===== src/rtl/tmr_pkg.sv =====
package tmr_pkg;

    // register addresses
    localparam logic [1:0] ADDR_CTRL = 2'd0;
    localparam logic [1:0] ADDR_CHAN = 2'd1;
    localparam logic [1:0] ADDR_CMP  = 2'd2;

    // control word layout (prescale width is a parameter of the users)
    localparam int CT_CMODE_LSB = 0;
    localparam int CT_PS_LSB    = 2;

    // channel word layout
    localparam int CH_FLAG_BIT = 0;
    localparam int CH_IE_BIT   = 1;
    localparam int CH_DMA_BIT  = 2;
    localparam int CH_MODE_BIT = 3;
    localparam int CH_ELS_LSB  = 4;

    typedef enum logic {
        CH_CAPTURE = 1'b0,
        CH_COMPARE = 1'b1
    } ch_mode_e;

    typedef enum logic [1:0] {
        ELS_OFF = 2'b00,
        ELS_A   = 2'b01,
        ELS_B   = 2'b10,
        ELS_AB  = 2'b11
    } els_e;

endpackage


===== src/rtl/tmr_cfg_regs.sv =====
module tmr_cfg_regs
    import tmr_pkg::*;
#(
    parameter int DATA_W = 8,
    parameter int CNT_W  = 8,
    parameter int PS_W   = 3
) (
    input  logic              clk,
    input  logic              rst_n,
    input  logic              wr_en,
    input  logic [1:0]        wr_addr,
    input  logic [DATA_W-1:0] wr_data,
    output logic [1:0]        cmode,
    output logic [PS_W-1:0]   ps_sel,
    output logic              ovf_ie,
    output logic              ovf_clr,
    output logic              ch_ie,
    output logic              ch_dma_en,
    output ch_mode_e          ch_mode,
    output els_e              ch_els,
    output logic [CNT_W-1:0]  cmp_val,
    output logic              flag_clr
);

    localparam int OVF_IE_BIT  = CT_PS_LSB + PS_W;
    localparam int OVF_CLR_BIT = DATA_W - 1;

    typedef struct packed {
        logic [1:0]       cmode;
        logic [PS_W-1:0]  ps;
        logic             ovf_ie;
        logic             ie;
        logic             dma;
        ch_mode_e         mode;
        els_e             els;
        logic [CNT_W-1:0] cmp;
    } cfg_t;

    cfg_t cfg_d, cfg_q;
    logic wr_ctrl, wr_chan, wr_cmp;

    assign wr_ctrl = wr_en && (wr_addr == ADDR_CTRL);
    assign wr_chan = wr_en && (wr_addr == ADDR_CHAN);
    assign wr_cmp  = wr_en && (wr_addr == ADDR_CMP);

    always_comb begin
        cfg_d = cfg_q;
        if (wr_ctrl) begin
            cfg_d.cmode  = wr_data[CT_CMODE_LSB +: 2];
            cfg_d.ps     = wr_data[CT_PS_LSB +: PS_W];
            cfg_d.ovf_ie = wr_data[OVF_IE_BIT];
        end
        if (wr_chan) begin
            cfg_d.ie   = wr_data[CH_IE_BIT];
            cfg_d.dma  = wr_data[CH_DMA_BIT];
            cfg_d.mode = ch_mode_e'(wr_data[CH_MODE_BIT]);
            cfg_d.els  = els_e'(wr_data[CH_ELS_LSB +: 2]);
        end
        if (wr_cmp) begin
            cfg_d.cmp = wr_data[CNT_W-1:0];
        end
    end

    always_ff @(posedge clk or negedge rst_n) begin
        if (!rst_n) cfg_q <= '0;
        else        cfg_q <= cfg_d;
    end

    // clear strobes act in the write cycle itself
    assign ovf_clr   = wr_ctrl && wr_data[OVF_CLR_BIT];
    assign flag_clr  = wr_chan && wr_data[CH_FLAG_BIT];

    assign cmode     = cfg_q.cmode;
    assign ps_sel    = cfg_q.ps;
    assign ovf_ie    = cfg_q.ovf_ie;
    assign ch_ie     = cfg_q.ie;
    assign ch_dma_en = cfg_q.dma;
    assign ch_mode   = cfg_q.mode;
    assign ch_els    = cfg_q.els;
    assign cmp_val   = cfg_q.cmp;

endmodule


===== src/rtl/tmr_prescale_count.sv =====
module tmr_prescale_count #(
    parameter int CNT_W = 8,
    parameter int PS_W  = 3
) (
    input  logic             clk,
    input  logic             rst_n,
    input  logic [1:0]       cmode,
    input  logic [PS_W-1:0]  ps_sel,
    input  logic             ovf_ie,
    input  logic             ovf_clr,
    output logic             tick,
    output logic [CNT_W-1:0] count,
    output logic [CNT_W-1:0] cnt_nxt,
    output logic             ovf_irq
);

    localparam int               PRE_W   = (1 << PS_W) - 1;
    localparam logic [CNT_W-1:0] CNT_MAX = '1;

    typedef struct packed {
        logic [PRE_W-1:0] pre;
        logic [CNT_W-1:0] cnt;
        logic             ovf;
    } cnt_st_t;

    cnt_st_t          st_d, st_q;
    logic             run;
    logic             tick_c;
    logic             wrap;
    logic [PRE_W-1:0] pre_lim;
    logic [CNT_W-1:0] cnt_step;

    always_comb begin
        run      = (cmode != 2'b00);
        pre_lim  = (PRE_W'(1) << ps_sel) - PRE_W'(1);
        // ">=" keeps a shrunk divisor from running the prescaler around
        tick_c   = run && (st_q.pre >= pre_lim);
        cnt_step = st_q.cnt + 1'b1;
        wrap     = tick_c && (st_q.cnt == CNT_MAX);

        st_d = st_q;
        if (run) begin
            st_d.pre = tick_c ? '0 : st_q.pre + 1'b1;
        end
        if (tick_c) begin
            st_d.cnt = cnt_step;
        end
        st_d.ovf = wrap | (st_q.ovf & ~ovf_clr);
    end

    always_ff @(posedge clk or negedge rst_n) begin
        if (!rst_n) st_q <= '0;
        else        st_q <= st_d;
    end

    assign tick    = tick_c;
    assign count   = st_q.cnt;
    assign cnt_nxt = cnt_step;
    assign ovf_irq = st_q.ovf & ovf_ie;

    AST_CNT_HELD: assert property (@(posedge clk) disable iff (!rst_n)
        (cmode == 2'b00) |=> $stable(count));

    AST_CNT_STEP: assert property (@(posedge clk) disable iff (!rst_n)
        tick |=> (count == CNT_W'($past(count) + 1'b1)));

    AST_OVF_SET: assert property (@(posedge clk) disable iff (!rst_n)
        (tick && count == CNT_MAX) |=> st_q.ovf);

endmodule


===== src/rtl/tmr_chan_unit.sv =====
module tmr_chan_unit
    import tmr_pkg::*;
#(
    parameter int CNT_W = 8
) (
    input  logic             clk,
    input  logic             rst_n,
    input  logic             cap_in,
    input  ch_mode_e         mode,
    input  els_e             els,
    input  logic             ie,
    input  logic             dma_en,
    input  logic [CNT_W-1:0] cmp_val,
    input  logic             tick,
    input  logic [CNT_W-1:0] cnt_q,
    input  logic [CNT_W-1:0] cnt_nxt,
    input  logic             flag_clr,
    input  logic             dma_done,
    output logic             dma_req,
    output logic             chan_irq,
    output logic [CNT_W-1:0] cap_value,
    output logic             chan_out,
    output logic             pin_oe
);

    typedef struct packed {
        logic             prev;
        logic             flag;
        logic [CNT_W-1:0] cap;
        logic             out;
    } ch_st_t;

    ch_st_t     st_d, st_q;
    logic [1:0] els_bits;
    logic       rise, fall;
    logic       cap_evt, cmp_evt, evt, clr;

    always_comb begin
        els_bits = els;
        rise     = cap_in & ~st_q.prev;
        fall     = ~cap_in & st_q.prev;
        cap_evt  = (mode == CH_CAPTURE) &&
                   ((els_bits[0] && rise) || (els_bits[1] && fall));
        cmp_evt  = (mode == CH_COMPARE) && tick && (cnt_nxt == cmp_val);
        evt      = cap_evt | cmp_evt;
        // completion pulse only counts while DMA routing is on
        clr      = flag_clr | (dma_done & dma_en);

        st_d      = st_q;
        st_d.prev = cap_in;
        st_d.flag = evt | (st_q.flag & ~clr);
        if (cap_evt) begin
            st_d.cap = cnt_q;
        end
        if (cmp_evt) begin
            case (els)
                ELS_A:   st_d.out = ~st_q.out;
                ELS_B:   st_d.out = 1'b0;
                ELS_AB:  st_d.out = 1'b1;
                default: st_d.out = st_q.out;
            endcase
        end
    end

    always_ff @(posedge clk or negedge rst_n) begin
        if (!rst_n) st_q <= '0;
        else        st_q <= st_d;
    end

    assign dma_req   = st_q.flag & dma_en;
    assign chan_irq  = st_q.flag & ie;
    assign cap_value = st_q.cap;
    assign chan_out  = st_q.out;
    assign pin_oe    = (mode == CH_COMPARE) && (els != ELS_OFF);

    AST_EVENT_WINS: assert property (@(posedge clk) disable iff (!rst_n)
        evt |=> st_q.flag);

    AST_DONE_IGNORED: assert property (@(posedge clk) disable iff (!rst_n)
        (st_q.flag && !dma_en && !flag_clr) |=> st_q.flag);

    AST_DONE_CLEARS: assert property (@(posedge clk) disable iff (!rst_n)
        (st_q.flag && dma_en && dma_done && !evt) |=> !st_q.flag);

    AST_CAP_LATCH: assert property (@(posedge clk) disable iff (!rst_n)
        cap_evt |=> (cap_value == $past(cnt_q)));

endmodule


===== src/rtl/tmr_chan_router.sv =====
module tmr_chan_router
    import tmr_pkg::*;
#(
    parameter int DATA_W = 8,
    parameter int CNT_W  = 8,
    parameter int PS_W   = 3
) (
    input  logic              clk,
    input  logic              rst_n,
    input  logic              wr_en,
    input  logic [1:0]        wr_addr,
    input  logic [DATA_W-1:0] wr_data,
    input  logic              cap_in,
    input  logic              dma_done,
    output logic              dma_req,
    output logic              chan_irq,
    output logic              ovf_irq,
    output logic [CNT_W-1:0]  count,
    output logic [CNT_W-1:0]  cap_value,
    output logic              chan_out,
    output logic              pin_oe
);

    logic [1:0]       cmode;
    logic [PS_W-1:0]  ps_sel;
    logic             ovf_ie, ovf_clr;
    logic             ch_ie, ch_dma_en, flag_clr;
    ch_mode_e         ch_mode;
    els_e             ch_els;
    logic [CNT_W-1:0] cmp_val;
    logic             tick;
    logic [CNT_W-1:0] cnt_nxt;

    tmr_cfg_regs #(
        .DATA_W (DATA_W),
        .CNT_W  (CNT_W),
        .PS_W   (PS_W)
    ) cfg_i (
        .clk       (clk),
        .rst_n     (rst_n),
        .wr_en     (wr_en),
        .wr_addr   (wr_addr),
        .wr_data   (wr_data),
        .cmode     (cmode),
        .ps_sel    (ps_sel),
        .ovf_ie    (ovf_ie),
        .ovf_clr   (ovf_clr),
        .ch_ie     (ch_ie),
        .ch_dma_en (ch_dma_en),
        .ch_mode   (ch_mode),
        .ch_els    (ch_els),
        .cmp_val   (cmp_val),
        .flag_clr  (flag_clr)
    );

    tmr_prescale_count #(
        .CNT_W (CNT_W),
        .PS_W  (PS_W)
    ) cnt_i (
        .clk     (clk),
        .rst_n   (rst_n),
        .cmode   (cmode),
        .ps_sel  (ps_sel),
        .ovf_ie  (ovf_ie),
        .ovf_clr (ovf_clr),
        .tick    (tick),
        .count   (count),
        .cnt_nxt (cnt_nxt),
        .ovf_irq (ovf_irq)
    );

    tmr_chan_unit #(
        .CNT_W (CNT_W)
    ) chan_i (
        .clk       (clk),
        .rst_n     (rst_n),
        .cap_in    (cap_in),
        .mode      (ch_mode),
        .els       (ch_els),
        .ie        (ch_ie),
        .dma_en    (ch_dma_en),
        .cmp_val   (cmp_val),
        .tick      (tick),
        .cnt_q     (count),
        .cnt_nxt   (cnt_nxt),
        .flag_clr  (flag_clr),
        .dma_done  (dma_done),
        .dma_req   (dma_req),
        .chan_irq  (chan_irq),
        .cap_value (cap_value),
        .chan_out  (chan_out),
        .pin_oe    (pin_oe)
    );

endmodule


===== config.mk =====
export PLATFORM = sky130hd
export DESIGN_NAME = tmr_chan_router
export DESIGN_NICKNAME = d
export VERILOG_FILES = /design/src/rtl/tmr_pkg.sv /design/src/rtl/tmr_cfg_regs.sv /design/src/rtl/tmr_prescale_count.sv /design/src/rtl/tmr_chan_unit.sv /design/src/rtl/tmr_chan_router.sv
export SDC_FILE = /design/constraint.sdc
export NUM_CORES = 1
export LEC_CHECK = 0
export ABC_AREA = 1
export CAP_MARGIN = 25
export CORE_UTILIZATION = 48
export DETAILED_ROUTE_END_ITERATION = 12
export PLACE_DENSITY_LB_ADDON = 0.1
export SETUP_SLACK_MARGIN = 0.1
export SYNTH_ARGS = -nofsm -noshare
export SYNTH_HDL_FRONTEND = slang
export SYNTH_SLANG_ARGS = --single-unit

===== constraint.sdc =====
create_clock -name clk -period 1.5 [get_ports clk]
set_input_delay 0.15 -clock clk [delete_from_list [all_inputs] [get_ports clk]]
set_output_delay 0.15 -clock clk [all_outputs]
set_load 0.02 [all_outputs]

==> summary.txt <==
Detailed routing
  • 1st-iter DRT viols: 160
  • Antenna-violating nets left: 0
  • Routed length per instance: ~12 µm
  • WL final: approximately 5.4 mm
  • Vias/cell: between 4 and 5
  • DRC Markers: 0
  • Pre-antenna DRT Iters: 4
  • Vias: 2180

Clock tree
  • Worst-path clk slew: ~0.10 ns
  • Clock Tree Buf Depth: 2
  • Clock sink total: 46
  • H-tree depth: 2
  • TritonCTS clock tree: built
  • Clk_lat worst skew: 0.30 ns
  • CTS Buf Count: 5
  • CTS Root Cell: clkbuf_8

Floorplan
  • FP Rows: 26
  • Die Height: 74.80 µm
  • Full die area: approximately 0.0056 mm²
  • Initial Util: 49.80%
  • CORE AREA: 0.005107 mm²
  • Chip width: 74.80 µm
  • Ports: 36

Layout
  • Final std cells w/o fill: 447
  • Area Growth Syn to Fin: 30.10%
  • Commonest non-fill, non-tap cell in the layout: nand2_1
  • Share of cells above drive strength 1: 21.22%
  • Most frequent cells in the layout: 74 x nand2_1, 42 x dfrtp_1, 41 x inv_1
  • Nets: 400
  • Inserted Diodes: 0

Power and ir drop
  • Worst-case vdd ir drop: approximately 800 µV
  • Power Density: 1467 mW/mm²
  • Static leakage power: 1.728 nW

Critical path
  • Reg2reg setup slack: -0.32 ns
  • Setup crit end: cnt_i.st_q[0]
  • CP startpoint: cfg_i.ps_sel[2]
  • Critical Path End Type: register
  • Reg2reg start: cfg_i.ps_sel[2]
  • CP Max Fanout: 7
  • Cell depth of the worst flop-to-flop path: 10
  • Worst EP required: about 1.7 ns
  • Startpoint Class: register
  • FF-to-FF End: cnt_i.st_q[0]
  • Crit path DAT: 2.04 ns
  • WS Path Type: register to register

STA
  • Skew final: ~0.011 ns
  • Slew headroom: 78.32%
  • # setup viols final: 18
  • Final Worst Setup Slack: -0.3226 ns
  • Slew @ Worst Pin: 0.3218 ns
  • Max Clk Rate: 0.5487 GHz
  • Final period utilization: 121.5%
  • Final hold slack: 0.3409 ns
  • Tmin final: 1.823 ns
  • Final hold vios: 0
  • RSZ-0062 raised after global routing: true
  • Fin. max-slew vios: 0

Job
  • Max-Cap Viols: 0

GRT
  • Initial antenna violation count: 0
  • First-pass GRT wire length: 8.914 mm
  • Vias in the first global route: 1955
  • Overflow after GRT: 0
  • Pin count of the biggest net entering global routing: 47
  • Total GRT Usage: 21.10%

Synth
  • Synth Cell Area: roughly 0.0025 mm²
  • Area contributors post-synth: dfrtp_1 45%, nand2_1 12%, o21ai_0 7.1%, inv_1 6.2%, nand3_1 5.7%
  • Synth Area per Inst: roughly 7.9 µm²
  • Synth Warn #: 0
  • Yosys reg bits: 46
  • Area leader, netlist: dfrtp_1
  • Synth cell types: 27
  • Sequential share of the synthesized area: 45.25%
  • Net Count, Synth: 347
  • Synthesized instance count: around 320
  • Area share of the largest cell type after synthesis: 45.25%

Placement
  • IO buf count: 35
  • RePlAce Congestion: between 0.8 and 0.9
  • Placed cells: 431
  • DP HPWL: 3.922 mm

Hold path
  • Worst min path class: primary input to register

Status
  • Outcome: finished with violations
  • Failing checks: setup timing
[metrics by stage]
step           instance area (µm²)  TNS [ns]  utilization, %  power (mW)  setup slack [ns]
2_1_floorplan                 2567    -1.216               -       3.038           -0.1244
3_3_place_gp                  3059    -4.381           59.90       3.702           -0.2754
3_5_place_dp                  3059    -4.382           59.90       3.737           -0.3022
4_1_cts                       3229    -3.657           63.23       4.701           -0.2428
5_1_grt                       3309    -6.694           64.80       5.220           -0.4261
6_report                      3309    -4.788           64.80       4.855           -0.3226
[worst min-delay path by stage]
stage,endpoint,slack [ns],from,depth (start not counted)
after floorplan,cfg_i.ch_dma_en,-0.15,rst_n,0
after global placement,cnt_i.st_q[11],0.15,rst_n,2
after detailed placement,cnt_i.st_q[11],0.15,rst_n,2
after CTS,chan_i.st_q[10],0.33,cap_in,1
after global routing,chan_i.st_q[10],0.34,cap_in,1
final,chan_i.st_q[10],0.34,cap_in,1
[kinds of logic (layout without fill, tap and decap cells)]
logic type      Yosys count  after routing  share of synthesized area, %
fa+ha+maj                 9              9                         4.427
mux                       2              2                        0.8853
xor+xnor                  3              3                         1.033
compound gates           48             48                         9.985
flops                    46             46                         45.25
buf+inv                  65            119                         12.15
simple gates            150            150                         26.27
[metal layers]
metal  track usage [%]  wire length [µm]  vias to the layer above
met5                 0                 0                        -
met3             3.614               230                        4
met2             34.43              2469                       55
li1                  -                 -                     1124
met4             4.403                52                        0
met1             29.61              2663                      997
[power by group]
part | internal, mW | switching, mW | leakage [nW]
Combinational | 0.969 | 1.20 | 1.08
Clock | 0.509 | 0.446 | 0.0591
Sequential | 1.50 | 0.226 | 0.588
Total | 2.98 | 1.88 | 1.73
[critical path, cell delays in order (launching register included)]
cell     delay (ns)
dfrtp_2        0.46
nor2_2         0.07
buf_4          0.13
ha_1           0.28
nand2_1        0.06
o21ai_1        0.15
nand2_1        0.08
nand3_2        0.09
nand2_4        0.10
buf_4          0.16
o31ai_4        0.16
[timing repair]
item | in CTS | in global routing
pin swaps | 4 | 3
endpoints found under the setup margin | 38 | 21
endpoints found under the hold margin | 46 | 0
buffers inserted | 3 | 4
hold buffers | 1 | 0
gates resized for setup | 36 | 16
[sequential cells by signal (all words and copies together), names as in the netlist]
name              flops
cfg_i.cmp_val         8
chan_i.cap_value      8
cnt_i.count           8
cnt_i.st_q            8
cfg_i.ps_sel          3
cfg_i.ch_els          2
cfg_i.cmode           2
chan_i.st_q           2
cfg_i.ch_dma_en       1
cfg_i.ch_ie           1
cfg_i.ch_mode         1
cfg_i.ovf_ie          1
chan_i.chan_out       1
[final cells by class]
type | count | area (µm²)
flip-flops and latches | 46 | 1156
repair buffers | 68 | 600.6
inverters | 43 | 163.9
clock inverters | 3 | 47.55
multi-input cells | 212 | 1185
fillers | 481 | 1798
well taps | 70 | 87.58
clock buffers | 5 | 68.82
[Yosys cell counts]
library cell,n
a21o_1,1
a21oi_1,8
and3_1,1
buf_2,1
buf_4,17
clkbuf_1,4
dfrtp_1,46
ha_1,9
inv_1,42
inv_2,1
mux2_2,2
nand2_1,79
nand2_2,4
nand3_1,29
nand3_2,2
nand3b_1,2
nand4_1,5
nor2_1,22
nor2_2,2
nor2_4,2
nor3_1,1
o211ai_1,1
o21ai_0,36
o21bai_2,1
o31ai_1,1
or2_2,1
xor2_1,3
No activity file was read; power rests on OpenSTA's default activity.
